## config.mk

```make
export PLATFORM = sky130hd
export DESIGN_NAME = evt_chan
export DESIGN_NICKNAME = d
export VERILOG_FILES = /design/src/rtl/evt_chan_pkg.sv /design/src/rtl/evt_chan_cfg.sv /design/src/rtl/evt_chan_sync.sv /design/src/rtl/evt_chan_clkreq.sv /design/src/rtl/evt_chan.sv
export SDC_FILE = /design/constraint.sdc
export NUM_CORES = 1
export LEC_CHECK = 0
export ABC_AREA = 1
export CAP_MARGIN = 20
export CORE_AREA = 5 5 125 127
export CTS_BUF_LIST = sky130_fd_sc_hd__clkbuf_8 sky130_fd_sc_hd__clkbuf_16
export DETAILED_ROUTE_END_ITERATION = 7
export DIE_AREA = 0 0 130 132
export DONT_BUFFER_PORTS = 1
export GPL_TIMING_DRIVEN = 1
export HOLD_SLACK_MARGIN = 0.08
export PLACE_DENSITY = 0.59
export SETUP_SLACK_MARGIN = 0.1
export SYNTH_ARGS = -nofsm -noshare
export SYNTH_HDL_FRONTEND = slang
export SYNTH_SLANG_ARGS = --single-unit
```

## constraint.sdc

```tcl
create_clock -name clk -period 15.8 [get_ports clk]
set_clock_uncertainty 0.1 [all_clocks]
set_input_delay 3.16 -clock clk [delete_from_list [all_inputs] [get_ports clk]]
set_output_delay 3.16 -clock clk [all_outputs]
set_load 0.01 [all_outputs]
```

## src/rtl/evt_chan_pkg.sv

```systemverilog
package evt_chan_pkg;

    typedef enum logic [1:0] {
        EDGE_NONE = 2'd0,
        EDGE_RISE = 2'd1,
        EDGE_FALL = 2'd2,
        EDGE_BOTH = 2'd3
    } edge_e;

    typedef enum logic [1:0] {
        ROUTE_DIRECT = 2'd0,
        ROUTE_SYNC   = 2'd1,
        ROUTE_RSV2   = 2'd2,
        ROUTE_RSV3   = 2'd3
    } route_e;

    typedef struct packed {
        logic   on_demand;
        logic   run_stby;
        edge_e  edge_sel;
        route_e route;
        logic [7:0] gen_sel;
    } cfg_t;

    localparam logic [31:0] CFG_RESET_WORD = 32'h0000_8000;

    function automatic cfg_t cfg_unpack(input logic [31:0] w);
        cfg_t c;
        c.on_demand = w[15];
        c.run_stby  = w[14];
        c.edge_sel  = edge_e'(w[11:10]);
        c.route     = route_e'(w[9:8]);
        c.gen_sel   = w[7:0];
        return c;
    endfunction

    function automatic logic [31:0] cfg_pack(input cfg_t c);
        return {16'h0000, c.on_demand, c.run_stby, 2'b00,
                c.edge_sel, c.route, c.gen_sel};
    endfunction

    function automatic logic route_valid(input route_e r);
        return (r == ROUTE_DIRECT) || (r == ROUTE_SYNC);
    endfunction

endpackage

```

## src/rtl/evt_chan_cfg.sv

```systemverilog
module evt_chan_cfg
    import evt_chan_pkg::*;
(
    input  logic        clk,
    input  logic        rst,
    input  logic        we,
    input  logic [31:0] wdata,
    output cfg_t        cfg,
    output logic [31:0] rdata
);
    cfg_t cfg_q;

    always_ff @(posedge clk) begin
        if (rst)     cfg_q <= cfg_unpack(CFG_RESET_WORD);
        else if (we) cfg_q <= cfg_unpack(wdata);
    end

    assign cfg   = cfg_q;
    assign rdata = cfg_pack(cfg_q);

    assert_reset_word_R1: assert property (@(posedge clk)
        (!rst && $past(rst)) |-> (rdata == 32'h0000_8000));

    assert_unused_zero_R2: assert property (@(posedge clk) disable iff (rst)
        (rdata[31:16] == 16'h0) && (rdata[13:12] == 2'b00));

endmodule

```

## src/rtl/evt_chan_sync.sv

```systemverilog
module evt_chan_sync
    import evt_chan_pkg::*;
#(
    parameter int STAGES = 2
) (
    input  logic  clk,
    input  logic  rst,
    input  logic  raw,
    input  logic  enable,
    input  edge_e edge_sel,
    output logic  pulse,
    output logic  busy
);
    logic [STAGES-1:0] sr;
    logic hist;
    logic pulse_q;
    logic s_last;
    logic rise, fall, det;

    always_ff @(posedge clk) begin
        if (rst) sr <= '0;
        else     sr <= {sr[STAGES-2:0], raw};
    end

    assign s_last = sr[STAGES-1];

    always_ff @(posedge clk) begin
        if (rst) hist <= 1'b0;
        else     hist <= s_last;
    end

    assign rise = s_last & ~hist;
    assign fall = ~s_last & hist;

    always_comb begin
        unique case (edge_sel)
            EDGE_RISE: det = rise;
            EDGE_FALL: det = fall;
            EDGE_BOTH: det = rise | fall;
            default:   det = 1'b0;
        endcase
    end

    always_ff @(posedge clk) begin
        if (rst) pulse_q <= 1'b0;
        else     pulse_q <= enable & det;
    end

    assign pulse = pulse_q;
    assign busy  = (|(sr ^ {STAGES{raw}})) | (hist ^ s_last) | pulse_q;

    assert_no_edge_quiet_R6: assert property (@(posedge clk) disable iff (rst)
        (edge_sel == EDGE_NONE) |=> !pulse_q);

    assert_pulse_needs_change_R4: assert property (@(posedge clk) disable iff (rst)
        pulse_q |-> (hist != $past(hist)));

endmodule

```

## src/rtl/evt_chan_clkreq.sv

```systemverilog
module evt_chan_clkreq (
    input  logic configured,
    input  logic active,
    input  logic on_demand,
    input  logic busy,
    output logic clk_req
);
    always_comb begin
        if (!configured || !active) clk_req = 1'b0;
        else if (on_demand)         clk_req = busy;
        else                        clk_req = 1'b1;
    end
endmodule

```

## src/rtl/evt_chan.sv

```systemverilog
module evt_chan
    import evt_chan_pkg::*;
#(
    parameter int NUM_GEN = 256,
    parameter int SYNC_STAGES = 2
) (
    input  logic               clk,
    input  logic               rst,
    input  logic               cfg_we,
    input  logic [31:0]        cfg_wdata,
    output logic [31:0]        cfg_rdata,
    input  logic [NUM_GEN-1:0] gen_in,
    input  logic               standby,
    output logic               evt_out,
    output logic               clk_req
);
    cfg_t cfg;
    logic raw, active, configured, pulse, busy;

    evt_chan_cfg u_cfg (
        .clk(clk), .rst(rst), .we(cfg_we), .wdata(cfg_wdata),
        .cfg(cfg), .rdata(cfg_rdata)
    );

    always_comb begin
        raw = 1'b0;
        for (int i = 1; i < NUM_GEN; i++)
            if (cfg.gen_sel == 8'(i)) raw = gen_in[i];
    end

    assign active     = !standby || cfg.run_stby;
    assign configured = route_valid(cfg.route) && (cfg.gen_sel != 8'd0);

    evt_chan_sync #(.STAGES(SYNC_STAGES)) u_sync (
        .clk(clk), .rst(rst), .raw(raw),
        .enable(active && cfg.route == ROUTE_SYNC),
        .edge_sel(cfg.edge_sel), .pulse(pulse), .busy(busy)
    );

    evt_chan_clkreq u_req (
        .configured(configured), .active(active), .on_demand(cfg.on_demand),
        .busy(busy), .clk_req(clk_req)
    );

    always_comb begin
        unique case (cfg.route)
            ROUTE_DIRECT: evt_out = active & raw;
            ROUTE_SYNC:   evt_out = pulse;
            default:      evt_out = 1'b0;
        endcase
    end

    assert_reserved_low_R7: assert property (@(posedge clk) disable iff (rst)
        !route_valid(cfg.route) |-> !evt_out);

    assert_standby_quiet_R9: assert property (@(posedge clk) disable iff (rst)
        (standby && !cfg.run_stby) |-> (!evt_out && !clk_req));

    assert_nosel_noreq_R8: assert property (@(posedge clk) disable iff (rst)
        (cfg.gen_sel == 8'd0) |-> (!clk_req && !evt_out));

    assert_always_on_R10: assert property (@(posedge clk) disable iff (rst)
        (!cfg.on_demand && configured && !standby) |-> clk_req);

endmodule

```

======== Word-level counts from Yosys, hierarchy flattened ========
Cells that the tools add are included.
word-level totals
  output and inout port bits .............. 34
  flip-flop bits (word level) ............. 18
  bits of input ports ..................... 292
  logic and storage cells ................. 548
cells by class
  reduce and logical (&&, ||, !) cells .... 11
  muxes and demuxes ....................... 259
  bitwise operators ....................... 11
  equal/unequal tests ..................... 259
operators with widths
  operator            number
  $eq 8x8->1 const B  128
  $eq 8x7->1 const B  64
  $mux 1              257
  $eq 8x6->1 const B  32
  $eq 8x5->1 const B  16
  $eq 8x4->1 const B  8
  $eq 8x3->1 const B  4
  $eq 8x2->1 const B  2
  $eq 8x1->1 const B  1
  $reduce_bool 8->1   1
  $and 1x1->1         4
  $eq 2x1->1 const B  2
  $eq 2x2->1 const B  2
  $logic_not 1->1     3
  $logic_or 1x1->1    3
  $or 1x1->1          3
  $pmux 1 s3          1
  $logic_and 1x1->1   2
  $logic_not 2->1     1
  $not 1->1           2
  $pmux 1 s2          1
  $reduce_or 2->1     1
  $xor 2x2->2         1
  $xor 1x1->1         1

======== Longest topological paths before layout ========
  word-level depth ........................ 262
  mapped depth ............................ 181

======== Hierarchy ========
A second synthesis with hierarchy kept.
second synthesis, totals
  cell total of the unflattened synthesis .. 842
  area, all modules ....................... 4734.5 sq um
modules (own cells, without submodules)
  module           seq. area each (sq um)  cells each  times used  area each (sq um)
  evt_chan         0.0                     687         1           3684.8
  evt_chan_cfg     280.3                   121         1           829.5
  evt_chan_sync    80.1                    31          1           203.9
  evt_chan_clkreq  0.0                     3           1           16.3

======== Least setup slack after synthesis ========
Ideal clock, no wire load.
  path kind ............................... input-to-output
  start ................................... in gen_in[4]
  end ..................................... out clk_req
  cell stages on the path ................. 177
  arrival time ............................ 12474 ps
  buffers on the path ..................... 0
  path slack .............................. 66 ps
  cell sequence ........................... o211ai_1 > nand4_1 > nand2_1 > nand3_1 > nand2_1 > nand4_1 > nand2_1 > nand3_1 > nand2_1 > nand3_1 > nand2_1 > nand4_1 > nor2_1 > nand4_1 > nor2_1 > nand4_1 > nand2_1 > nand2_1 > (+141 left out) > nand4_1 > nand2_1 > nand4_1 > nor2_1 > nand3_1 > nand2_1 > nand4_1 > nand2_1 > nand4_1 > nor2_1 > nand4_1 > nand2_1 > nand2_1 > nand2_1 > nand2_1 > nand3_1 > nand2_1 > a21oi_2
between the ends
  word-level cells in the longest chain between the ends .. 258
ends and longest elaborated chain
  item                     RTL line               text
  start: declaration       evt_chan.sv:12         input logic [NUM_GEN-1:0] gen_in,
  $mux 1 (252 in a row)    evt_chan.sv:28         if (cfg.gen_sel == 8'(i)) raw = gen_in[i];
  $xor 2x2->2              evt_chan_sync.sv:50    assign busy = (|(sr ^ {STAGES{raw}})) | (hist ^ s_last) | pulse_q;
  $reduce_or 2->1          evt_chan_sync.sv:50
  $or 1x1->1 (2 in a row)  evt_chan_sync.sv:50
  $mux 1                   evt_chan_clkreq.sv:10  else if (on_demand) clk_req = busy;
  $mux 1                   evt_chan_clkreq.sv:9   if (!configured || !active) clk_req = 1'b0;
  end: declaration         evt_chan.sv:15         output logic clk_req
No other way between the ends.

======== Worst setup path in the final report ========
Ends and elaborated chain as after synthesis.

==> flow_metrics.env <==
export IMPL_status="finished, violations left"
export IMPL_violations="setup timing"
export IMPL_path_max_fanout=2
export IMPL_grt_overflow=0
export IMPL_grt_pass1_vias=5360
export IMPL_utilization_pct=33.24
export IMPL_port_buffers=0
export IMPL_detail_route_antenna_nets=0
export IMPL_synth_common_cells="nand2_1 (158), nand3_1 (155), inv_1 (135)"
export IMPL_grt_setup_unrepaired="yes"
export IMPL_drt_iter0_drc=422
export IMPL_wl_per_cell_um=22.17
export IMPL_max_freq_ghz=0.05585
export IMPL_antenna_found_initial=3
export IMPL_ir_worst_vdd_uv=72.70
export IMPL_ys_ff_latch=18
export IMPL_hold_viol=0
export IMPL_htree_levels=1
export IMPL_cp_endpoint="clk_req"
export IMPL_synthArstFlopShare_pct=0
export IMPL_relSlewSlack_pct=36.26
export IMPL_std_cell_rows=44
export IMPL_pwr_share_clk_pct=23.1
export IMPL_insertion_delay_ps=250
export IMPL_synth_top_cells_by_area="nand3_1 (17%), nand2_1 (13%), inv_1 (11%), nand3b_1 (9.7%), o21ai_0 (7.9%)"
export IMPL_hold_ws_ps=341.1
export IMPL_crit_top_cell="nand2_1"
export IMPL_crit_slowest_cell="a21oi_2"
export IMPL_syn_cell_area_um2=4641
export IMPL_cp_end_kind="output pin"
export IMPL_drt_first_pass_iters=5
export IMPL_grt_pass1_wl_um=32240
export IMPL_cp_required_ps=12540
export IMPL_final_cell_count_no_fill=1025
export IMPL_start_util_pct=32.42
export IMPL_place_inst=1017
export IMPL_seq_area_frac_synth_pct=7.765
export IMPL_critPathKind="primary input to output pin"
export IMPL_yosysUniqueCellTypes=35
export IMPL_synth_most_common_cell="nand2_1"
export IMPL_p_total_mw=0.2453
export IMPL_nets=1134
export IMPL_rr_endpoint="u_sync.sr[0]$_SDFF_PP0_"
export IMPL_p_comb_share_pct=54.5
export IMPL_cts_tree="built"
export IMPL_drc=0
export IMPL_die_w_um=130
export IMPL_drive_gt1_share_pct=12.40
export IMPL_io_pins=326
export IMPL_ys_flop_type="dfxtp_1"
export IMPL_power_density_nw_per_um2=51.56
export IMPL_seqPwrFrac_pct=22.4
export IMPL_finalCritPeriodShare_pct=113.3
export IMPL_reg2reg_slack_ps=3410
export IMPL_cts_max_path_buffers=2
export IMPL_cap_viol_max_count=0
export IMPL_grt_max_degree=24
export IMPL_hold_class="flip-flop to flip-flop"
export IMPL_routed_wirelength_um=22730
export IMPL_worstPathArrival_ps=14650
export IMPL_place_hpwl_um=17270
export IMPL_core_area_um2=14310
export IMPL_place_congestion=0.8625
export IMPL_crit_start="gen_in[4]"
export IMPL_yosysTopAreaCellShare_pct=16.72
export IMPL_area_delta_synth_final_pct=2.534
export IMPL_power_switching_mw=0.1109
export IMPL_cts_sinks=18
export IMPL_cts_root_buf="clkbuf_16"
export IMPL_setup_viol=2
export IMPL_slowest_delay_ps=210
export IMPL_p_leak_nw=1.827
export IMPL_grt_usage_pct=24.54
export IMPL_start_kind="primary input"
export IMPL_netlist_instances=841
export IMPL_avgSynthCellArea_um2=5.518
export IMPL_yosysWarningCount=0
export IMPL_vias=5707
export IMPL_sw_frac_of_total_pct=45.18
export IMPL_yosys_area_top_type="nand3_1"
export IMPL_die_h_um=132
export IMPL_post_route_min_period_ps=17910
export IMPL_r2r_cells=181
export IMPL_rr_startpoint="u_cfg.cfg[7]$_SDFFE_PP0P_"
export IMPL_p_int_mw=0.1345
export IMPL_drv_slew=0
export IMPL_numCtsBuffers=3
export IMPL_fin_ws_ps=-2105
export IMPL_via_per_inst=5.568
export IMPL_clk_pin_slew_ps=50
export IMPL_synth_edff_count=0
export IMPL_worst_slew_pin_slew_ps=952.6
export IMPL_dieArea_um2=17160
==> cell families (layout without fill, tap and decap cells) <==
kind of cell	Yosys count	in the layout	synth area share, %
simple gates	503	503	53.60
buf+inv	208	189	24.56
compound gates	109	109	13.45
flops	18	18	7.765
fa+ha+maj	2	2	0.5391
other cells	1	20	0.08081
==> sequential cells by signal (all words and copies together), names as in the netlist <==
register / count
u_sync.sr: 2
u_sync.hist: 1
u_cfg.cfg: 14
u_sync.pulse: 1
==> worst max-delay path: cells and delay by family <==
family,cells,cell delay (ps)
simple gates,175,11120
compound gates,2,390
==> cell usage in the layout, fill, tap and decap left out, types with 2 or more instances in the layout <==
cell type  count
nand3_1      154
conb_1        18
diode_2        2
nor2_2        18
a31o_1         3
nand4_1       37
a31oi_1        4
inv_1        135
nand3b_1      60
a31o_2        13
and3_2         6
nand2_2        8
nand2_1      153
clkbuf_16      3
nor2_4         2
ha_1           2
dfxtp_1       18
nor2_1        62
buf_4         31
o21ai_0       73
buf_6          2
inv_2         15
a21oi_1       10
==> metal layers <==
| layer | up-vias | GRT usage, % | part of all wire (%) |
|---|---|---|---|
| li1 | 2735 | - | - |
| met1 | 2596 | 29.50 | 37 |
| met2 | 327 | 41.55 | 48 |
| met3 | 47 | 6.929 | 12 |
| met4 | 2 | 8.430 | 3.3 |
| met5 | - | 0 | 0.057 |
==> worst min path at each step <==
stage / cells past startpoint / from / endpoint
after floorplan: 2 / u_sync.sr[0]$_SDFF_PP0_ / u_sync.sr[1]$_SDFF_PP0_
after global placement: 2 / u_sync.sr[0]$_SDFF_PP0_ / u_sync.sr[1]$_SDFF_PP0_
after detailed placement: 2 / u_sync.sr[0]$_SDFF_PP0_ / u_sync.sr[1]$_SDFF_PP0_
after CTS: 2 / u_sync.sr[0]$_SDFF_PP0_ / u_sync.sr[1]$_SDFF_PP0_
after global routing: 2 / u_sync.sr[0]$_SDFF_PP0_ / u_sync.sr[1]$_SDFF_PP0_
final: 2 / u_sync.sr[0]$_SDFF_PP0_ / u_sync.sr[1]$_SDFF_PP0_
==> area by class of cell <==
cell class	count	area, µm²
Tap cell	184	230.2
Fill cell	1701	9555
Sequential cell	18	360.3
Timing Repair Buffer	33	255.2
Clock buffer	4	88.84
Multi-Input combinational cell	632	3243
Antenna cell	2	5.005
Inverter	152	575.6
==> power groups by stage <==
stage | registers [mW] | clock network, mW | logic (mW)
after floorplan | 0.0543 | 0 | 0.0982
after global placement | 0.0559 | 0 | 0.124
after detailed placement | 0.0561 | 0 | 0.125
after CTS | 0.0551 | 0.0573 | 0.132
after global routing | 0.0558 | 0.0599 | 0.152
final | 0.0550 | 0.0567 | 0.134
==> per-stage QoR <==
stage | cell area (µm²) | setup TNS, ps | setup WS [ps]
global placement | 4613 | -4092 | -2093
finish | 4758 | -4149 | -2105
CTS | 4740 | -4291 | -2187
detailed placement | 4613 | -4169 | -2131
global route | 4758 | -8519 | -3979
floorplan | 4705 | 0 | 66.18
==> what timing repair did <==
item                                    4_1_cts  5_1_grt
endpoints found under the hold margin         0        0
pin swaps                                     1        2
hold buffers                                  0        0
endpoints found under the setup margin        2        3
resized for setup                             6        4
setup buffers                                 2        0
No activity file was read; power rests on OpenSTA's default activity.
